### config.mk
export PLATFORM = sky130hd
export DESIGN_NAME = twi_eeprom_target
export DESIGN_NICKNAME = d
export VERILOG_FILES = /design/src/rtl/twi_eeprom_pkg.sv /design/src/rtl/twi_bus_sense.sv /design/src/rtl/twi_eeprom_mem.sv /design/src/rtl/twi_eeprom_ctrl.sv /design/src/rtl/twi_eeprom_target.sv
export SDC_FILE = /design/constraint.sdc
export NUM_CORES = 2
export LEC_CHECK = 0
export ABC_AREA = 0
export CORE_UTILIZATION = 35
export DETAILED_ROUTE_END_ITERATION = 10
export DONT_BUFFER_PORTS = 1
export PLACE_DENSITY_LB_ADDON = 0.3
export REMOVE_ABC_BUFFERS = 1
export SLEW_MARGIN = 20
export SYNTH_ARGS = -nofsm -noshare
export SYNTH_HDL_FRONTEND = slang
export SYNTH_SLANG_ARGS = --single-unit
### constraint.sdc
create_clock -name clk -period 4.7 [get_ports clk]
set_input_delay 0.47 -clock clk [delete_from_list [all_inputs] [get_ports clk]]
set_output_delay 0.47 -clock clk [all_outputs]
set_load 0.02 [all_outputs]
### src/rtl/twi_eeprom_pkg.sv
package twi_eeprom_pkg;
  localparam int BYTE_W = 8;
  localparam logic [3:0] TYPE_PREFIX = 4'b1010;

  typedef enum logic [3:0] {
    ST_IDLE,
    ST_DEV,
    ST_ACK_DEV,
    ST_WADR,
    ST_ACK_WADR,
    ST_WDAT,
    ST_ACK_WDAT,
    ST_RDAT,
    ST_RACK,
    ST_IGNORE
  } twi_state_t;
endpackage

### src/rtl/twi_bus_sense.sv
module twi_bus_sense (
  input  logic clk,
  input  logic rst,
  input  logic scl_i,
  input  logic sda_i,
  output logic scl_s,
  output logic sda_s,
  output logic scl_rise,
  output logic scl_fall,
  output logic start_ev,
  output logic stop_ev
);
  logic scl_m, sda_m, scl_p, sda_p;

  always_ff @(posedge clk) begin
    if (rst) begin
      {scl_m, scl_s, scl_p} <= 3'b111;
      {sda_m, sda_s, sda_p} <= 3'b111;
    end else begin
      {scl_m, scl_s, scl_p} <= {scl_i, scl_m, scl_s};
      {sda_m, sda_s, sda_p} <= {sda_i, sda_m, sda_s};
    end
  end

  assign scl_rise = scl_s & ~scl_p;
  assign scl_fall = ~scl_s & scl_p;
  assign start_ev = scl_s & scl_p & sda_p & ~sda_s;
  assign stop_ev  = scl_s & scl_p & ~sda_p & sda_s;
endmodule

### src/rtl/twi_eeprom_mem.sv
module twi_eeprom_mem #(
  parameter int AW = 8,
  parameter int DW = 8
) (
  input  logic          clk,
  input  logic          we,
  input  logic [AW-1:0] waddr,
  input  logic [DW-1:0] wdata,
  input  logic [AW-1:0] raddr,
  output logic [DW-1:0] rdata
);
  localparam int DEPTH = 1 << AW;
  logic [DW-1:0] cells [DEPTH];

  initial begin
    for (int i = 0; i < DEPTH; i++) cells[i] = '0;
  end

  always_ff @(posedge clk) begin
    if (we) cells[waddr] <= wdata;
    rdata <= cells[raddr];
  end
endmodule

### src/rtl/twi_eeprom_ctrl.sv
module twi_eeprom_ctrl
  import twi_eeprom_pkg::*;
#(
  parameter int AW       = 8,
  parameter int PW       = 3,
  parameter int BUSY_CYC = 600
) (
  input  logic              clk,
  input  logic              rst,
  input  logic              scl_rise,
  input  logic              scl_fall,
  input  logic              start_ev,
  input  logic              stop_ev,
  input  logic              sda_in,
  input  logic [2:0]        strap,
  input  logic              wp,
  input  logic [BYTE_W-1:0] rd_data,
  output logic [AW-1:0]     rd_addr,
  output logic              we,
  output logic [AW-1:0]     wr_addr,
  output logic [BYTE_W-1:0] wr_data,
  output logic              sda_oe,
  output logic              busy
);
  localparam int PAGE     = 1 << PW;
  localparam int BUSY_EFF = (BUSY_CYC < PAGE + 1) ? PAGE + 1 : BUSY_CYC;
  localparam int BW       = $clog2(BUSY_EFF + 1);

  twi_state_t         st;
  logic [3:0]         cnt;
  logic [BYTE_W-1:0]  sr, tx;
  logic [AW-1:0]      addr;
  logic               rw, mack;
  logic [BYTE_W-1:0]  pbuf [PAGE];
  logic [PAGE-1:0]    pvalid;
  logic [BW-1:0]      bcnt;
  logic [PW:0]        cidx;
  logic               dev_match;

  assign busy      = (bcnt != '0);
  assign dev_match = (sr[7:4] == TYPE_PREFIX) && (sr[3:1] == strap) && !busy;
  assign rd_addr   = addr;
  assign we        = busy && !cidx[PW] && pvalid[cidx[PW-1:0]];
  assign wr_addr   = {addr[AW-1:PW], cidx[PW-1:0]};
  assign wr_data   = pbuf[cidx[PW-1:0]];

  always_ff @(posedge clk) begin
    if (rst) begin
      st     <= ST_IDLE;
      cnt    <= '0;
      sr     <= '0;
      tx     <= '0;
      addr   <= '0;
      rw     <= 1'b0;
      mack   <= 1'b0;
      pvalid <= '0;
      bcnt   <= '0;
      cidx   <= '0;
      sda_oe <= 1'b0;
    end else begin
      if (busy) begin
        bcnt <= bcnt - 1'b1;
        if (!cidx[PW]) cidx <= cidx + 1'b1;
        if (bcnt == BW'(1)) pvalid <= '0;
      end

      if (start_ev) begin
        st     <= ST_DEV;
        cnt    <= '0;
        sda_oe <= 1'b0;
        if (!busy) pvalid <= '0;
      end else if (stop_ev) begin
        st     <= ST_IDLE;
        sda_oe <= 1'b0;
        if (!busy) begin
          if ((|pvalid) && !wp) begin
            bcnt <= BW'(BUSY_EFF);
            cidx <= '0;
          end else begin
            pvalid <= '0;
          end
        end
      end else if (scl_rise) begin
        if (st == ST_DEV || st == ST_WADR || st == ST_WDAT) begin
          sr  <= {sr[BYTE_W-2:0], sda_in};
          cnt <= cnt + 1'b1;
        end
        if (st == ST_RACK) mack <= !sda_in;
      end else if (scl_fall) begin
        unique case (st)
          ST_DEV: if (cnt == 4'd8) begin
            if (dev_match) begin
              st     <= ST_ACK_DEV;
              sda_oe <= 1'b1;
              rw     <= sr[0];
            end else begin
              st <= ST_IGNORE;
            end
          end
          ST_ACK_DEV: begin
            cnt <= '0;
            if (rw) begin
              st     <= ST_RDAT;
              tx     <= rd_data;
              sda_oe <= !rd_data[BYTE_W-1];
              cnt    <= 4'd1;
            end else begin
              st     <= ST_WADR;
              sda_oe <= 1'b0;
            end
          end
          ST_WADR: if (cnt == 4'd8) begin
            addr   <= sr[AW-1:0];
            st     <= ST_ACK_WADR;
            sda_oe <= 1'b1;
          end
          ST_ACK_WADR, ST_ACK_WDAT: begin
            st     <= ST_WDAT;
            sda_oe <= 1'b0;
            cnt    <= '0;
          end
          ST_WDAT: if (cnt == 4'd8) begin
            st  <= ST_ACK_WDAT;
            cnt <= '0;
            if (!wp) begin
              pbuf[addr[PW-1:0]]   <= sr;
              pvalid[addr[PW-1:0]] <= 1'b1;
              addr[PW-1:0]         <= addr[PW-1:0] + 1'b1;
              sda_oe               <= 1'b1;
            end
          end
          ST_RDAT: begin
            if (cnt == 4'd8) begin
              sda_oe <= 1'b0;
              st     <= ST_RACK;
              addr   <= addr + 1'b1;
            end else begin
              tx     <= {tx[BYTE_W-2:0], 1'b0};
              sda_oe <= !tx[BYTE_W-2];
              cnt    <= cnt + 1'b1;
            end
          end
          ST_RACK: begin
            if (mack) begin
              st     <= ST_RDAT;
              tx     <= rd_data;
              sda_oe <= !rd_data[BYTE_W-1];
              cnt    <= 4'd1;
            end else begin
              st <= ST_IGNORE;
            end
          end
          default: ;
        endcase
      end
    end
  end

  a_r5_no_dev_ack_busy: assert property (@(posedge clk) disable iff (rst)
    busy |-> (st != ST_ACK_DEV));
  a_r8_no_commit_wp: assert property (@(posedge clk) disable iff (rst)
    $rose(busy) |-> !$past(wp));
  a_r2_ignore_released: assert property (@(posedge clk) disable iff (rst)
    (st == ST_IGNORE) |-> !sda_oe);
  a_r4_page_row_kept: assert property (@(posedge clk) disable iff (rst)
    (st == ST_ACK_WDAT && $past(st) == ST_WDAT) |-> addr[AW-1:PW] == $past(addr[AW-1:PW]));
endmodule

### src/rtl/twi_eeprom_target.sv
module twi_eeprom_target
  import twi_eeprom_pkg::*;
#(
  parameter int AW       = 8,
  parameter int PW       = 3,
  parameter int BUSY_CYC = 600
) (
  input  logic       clk,
  input  logic       rst,
  input  logic       scl_i,
  input  logic       sda_i,
  input  logic [2:0] strap_i,
  input  logic       wp_i,
  output logic       sda_oe_o
);
  logic scl_s, sda_s, scl_rise, scl_fall, start_ev, stop_ev;
  logic we, busy;
  logic [AW-1:0] rd_addr, wr_addr;
  logic [BYTE_W-1:0] rd_data, wr_data;

  twi_bus_sense u_sense (
    .clk(clk), .rst(rst), .scl_i(scl_i), .sda_i(sda_i),
    .scl_s(scl_s), .sda_s(sda_s), .scl_rise(scl_rise), .scl_fall(scl_fall),
    .start_ev(start_ev), .stop_ev(stop_ev)
  );

  twi_eeprom_ctrl #(.AW(AW), .PW(PW), .BUSY_CYC(BUSY_CYC)) u_ctrl (
    .clk(clk), .rst(rst), .scl_rise(scl_rise), .scl_fall(scl_fall),
    .start_ev(start_ev), .stop_ev(stop_ev), .sda_in(sda_s),
    .strap(strap_i), .wp(wp_i), .rd_data(rd_data), .rd_addr(rd_addr),
    .we(we), .wr_addr(wr_addr), .wr_data(wr_data),
    .sda_oe(sda_oe_o), .busy(busy)
  );

  twi_eeprom_mem #(.AW(AW), .DW(BYTE_W)) u_mem (
    .clk(clk), .we(we), .waddr(wr_addr), .wdata(wr_data),
    .raddr(rd_addr), .rdata(rd_data)
  );

  a_r11_drive_scl_low: assert property (@(posedge clk) disable iff (rst)
    (sda_oe_o != $past(sda_oe_o)) |-> !scl_s);
  a_r10_reset_released: assert property (@(posedge clk)
    $past(rst) |-> !sda_oe_o && !busy);
endmodule

==> flow_summary.json <==
{
  "tritoncts": "built",
  "cts_buffer_depth": 3,
  "core_area_sq_um": 246000,
  "port_buffers": 0,
  "final_net_count": 5342,
  "p_sw_mw": 11.3,
  "ys_seq_area_share_pct": 74.9,
  "synth-seq-cells": 2182,
  "synth.distinct_cells": 99,
  "slew_viol_final": 0,
  "final_util_pct": 39.9,
  "drt-initial-drc-count": 7396,
  "rsz0062_at_grt": "no",
  "syn_avg_cell_area_sq_um": 16.5,
  "critPathCaptureType": "flop",
  "layout_setup_ws_ns": 0.381,
  "grt_antenna_before_repair": 14,
  "switching_share_pct": 24.7,
  "finalClockSkew_ns": 0.0306,
  "detail-route-antenna-nets": 0,
  "wl_met2_um": 128000,
  "setup_viol": 0,
  "post-route-period-util_pct": 91.9,
  "clkPwrFrac_pct": 38.8,
  "hold_ws_ns": 0.121,
  "drc_errors": 0,
  "top_layer": "met5",
  "path_clk_slew_ns": 0.06,
  "drive_above_1_share_pct": 16.2,
  "n_fill_cell": 22300,
  "syn_to_final_growth_pct": 13.2,
  "p_int_mw": 34.5,
  "vias": 52300,
  "wl_per_cell_um": 32.7,
  "synth_edf_count": 2112,
  "routed_wl_um": 285000,
  "criticalPathCategory": "reg -> reg",
  "grt_max_degree": 167,
  "async_flop_share_pct": 0,
  "die_h_um": 499,
  "synthFlopType": "edfxtp_1",
  "worst_pin_slew_ns": 1.19,
  "rows": 182,
  "dr.pass1.iters": 6,
  "grt_pass1_wl_um": 396000,
  "synthesis.area_sq_um": 86600,
  "outcome": "complete, no violations",
  "grt_overflow": 0,
  "crit_path_max_fanout": 16,
  "dieArea_sq_um": 249000,
  "track_usage_pct": 22.3,
  "htreeDepth": 4,
  "fin_crit_ns": 4.32,
  "ir_drop_mv": 0.415,
  "io_pins": 9,
  "wl_met1_um": 114000,
  "dp_hpwl_um": 166000,
  "wl_met3_um": 31100,
  "synth_warnings": 0,
  "power_mw": 45.8,
  "cp.required_ns": 5.20,
  "leakage_nw": 29.5,
  "critical_path_arrival_ns": 4.82,
  "power_density_nw_per_um2": 467,
  "die_w_um": 499,
  "startpoint_type": "flop",
  "maxCapViolCount": 0,
  "synthesis.instances": 5253,
  "relSlewSlack_pct": 20.5,
  "max_freq_mhz": 232,
  "clock_sink_count": 2182,
  "clockRootBuffer": "clkbuf_16",
  "viasPerCell": 5.98,
  "grt_pass1_vias": 50100,
  "p_comb_share_pct": 9.2,
  "hold_viol": 0,
  "place_ws_ns": 0.431,
  "start_util_pct": 35.2,
  "cts_buffers": 218,
  "pwr-share-seq_pct": 52.0,
  "insertion_delay_ns": 0.87,
  "hold_class": "in -> reg",
  "gp_congestion": 0.899
}
power groups by stage:
stage / sequential [mW] / combinational, mW / clock, mW
global route: 23.8 / 4.38 / 18.6
finish: 23.8 / 4.21 / 17.8
floorplan: 24.5 / 1.54 / 0
detailed placement: 24.2 / 4.22 / 0
CTS: 23.8 / 4.22 / 17.9
global placement: 24.2 / 4.16 / 0
worst max-delay path, cell delays in order (launching register included):
cell and delay (ns):
dfxtp_1 0.38, inv_1 0.09, ha_1 0.25, or3b_2 0.29, nor4_4 0.09, nor2_1 0.32, nand2_1 0.30, nor2_1 0.62
buf_4 0.24, nand2_1 0.50, nor2_1 0.84
cell usage after synthesis, drive strengths merged (26+ instances only):
cell type     n  area (sq um)
dfxtp        70          1400
o221ai       41           359
o211ai       68           510
mux2i       274          2740
a221o        50           500
clkbuf       83           312
o21ai       156           781
edfxtp     2112         63400
buf         286          2100
a22oi       158          1200
a22o         26           228
a221oi      187          1690
mux4         60          1350
nor3         31           178
a21oi       266          1330
nand3        54           270
o2bb2ai      48           420
mux2        205          2320
a211oi       30           230
nor2        489          1850
nand2       230           863
through the flow:
stage	cell area, sq um	TNS (ns)	cells
6_report	98000	0	8736
5_1_grt	98000	0	8733
4_1_cts	98000	0	8731
3_5_place_dp	90700	0	8318
3_3_place_gp	90600	0	8317
2_1_floorplan	84200	-1801.69	4884
area by class of cell:
class	instances	area, sq um	share of cell area (%)
Multi-Input combinational cell	2685	19600	19.9
Sequential cell	2182	64800	66.1
Tap cell	3220	4030	4.11
Clock inverter	145	1540	1.57
Antenna cell	4	10.0	0.0102
Inverter	17	76.3	0.0778
Timing Repair Buffer	221	2270	2.32
Clock buffer	262	5720	5.84
state kept, by name (all words and copies together), names as in the netlist, 7 cells and up:
name / count
u_ctrl.rd_addr: 8
u_ctrl.tx: 7
u_mem.rdata: 8
u_ctrl.pbuf: 64
u_mem.cells: 2048
u_ctrl.bcnt: 10
u_ctrl.sr: 8
u_ctrl.pvalid: 8
placed cells by master (no fill, tap or decap), types with 11 or more instances in the layout:
| cell | n |
|---|---|
| mux2_2 | 192 |
| o22ai_1 | 13 |
| clkinv_1 | 48 |
| nand3_1 | 50 |
| o21ai_0 | 148 |
| clkbuf_16 | 221 |
| a311oi_1 | 18 |
| mux2i_1 | 274 |
| a22oi_1 | 156 |
| o221ai_1 | 41 |
| nand4_1 | 20 |
| edfxtp_1 | 2112 |
| a31oi_1 | 22 |
| buf_4 | 169 |
| dfxtp_1 | 66 |
| bufinv_16 | 28 |
| buf_12 | 45 |
| o2111ai_1 | 18 |
| a211oi_1 | 29 |
| clkinv_2 | 42 |
| nor3_1 | 29 |
| nand2_1 | 219 |
| nor2_1 | 485 |
| a21oi_1 | 266 |
| or2_2 | 15 |
| mux4_2 | 60 |
| o2bb2ai_1 | 48 |
| a221oi_1 | 178 |
| clkbuf_1 | 37 |
| and3_1 | 18 |
| a22o_1 | 26 |
| nor4_1 | 11 |
| a221o_1 | 50 |
| inv_1 | 13 |
| o211ai_1 | 68 |
final timing paths:
check	start	to	slack, ns	depth (start not counted)
worst max-delay path	u_ctrl.bcnt[0]	u_mem.cells[98][4]	0.38	10
worst min register to register	u_sense.scl_m	u_sense.scl_s	0.42	1
worst max register to register	u_ctrl.bcnt[0]	u_mem.cells[98][4]	0.38	10
worst min-delay path	wp_i	u_ctrl.rd_addr[0]	0.12	3
kinds of logic (layout without fill, tap and decap cells):
| family | after synthesis | after routing | share of synthesized area [%] |
|---|---|---|---|
| buffers and inverters | 386 | 645 | 2.86 |
| adders and majority gates | 9 | 9 | 0.130 |
| other | 0 | 4 | 0 |
| AOI/OAI and AO/OA | 1184 | 1184 | 9.86 |
| DFF | 2182 | 2182 | 74.9 |
| xor gates and xnor gates | 6 | 6 | 0.0607 |
| muxes | 539 | 539 | 7.41 |
| and+or+nand+nor | 947 | 947 | 4.83 |
metal layers:
layer | track usage, % | vias up
li1 | - | 21200
met5 | 0 | -
met1 | 30.8 | 27200
met2 | 33.9 | 3297
met3 | 5.00 | 565
met4 | 9.10 | 10
repair_timing:
action                    in CTS  in global routing
buffers inserted               0                  0
gates resized for setup        0                  0
hold buffers                   6                  0
hold endpoints to repair      59                  0
(Power assumes the default switching activity.)
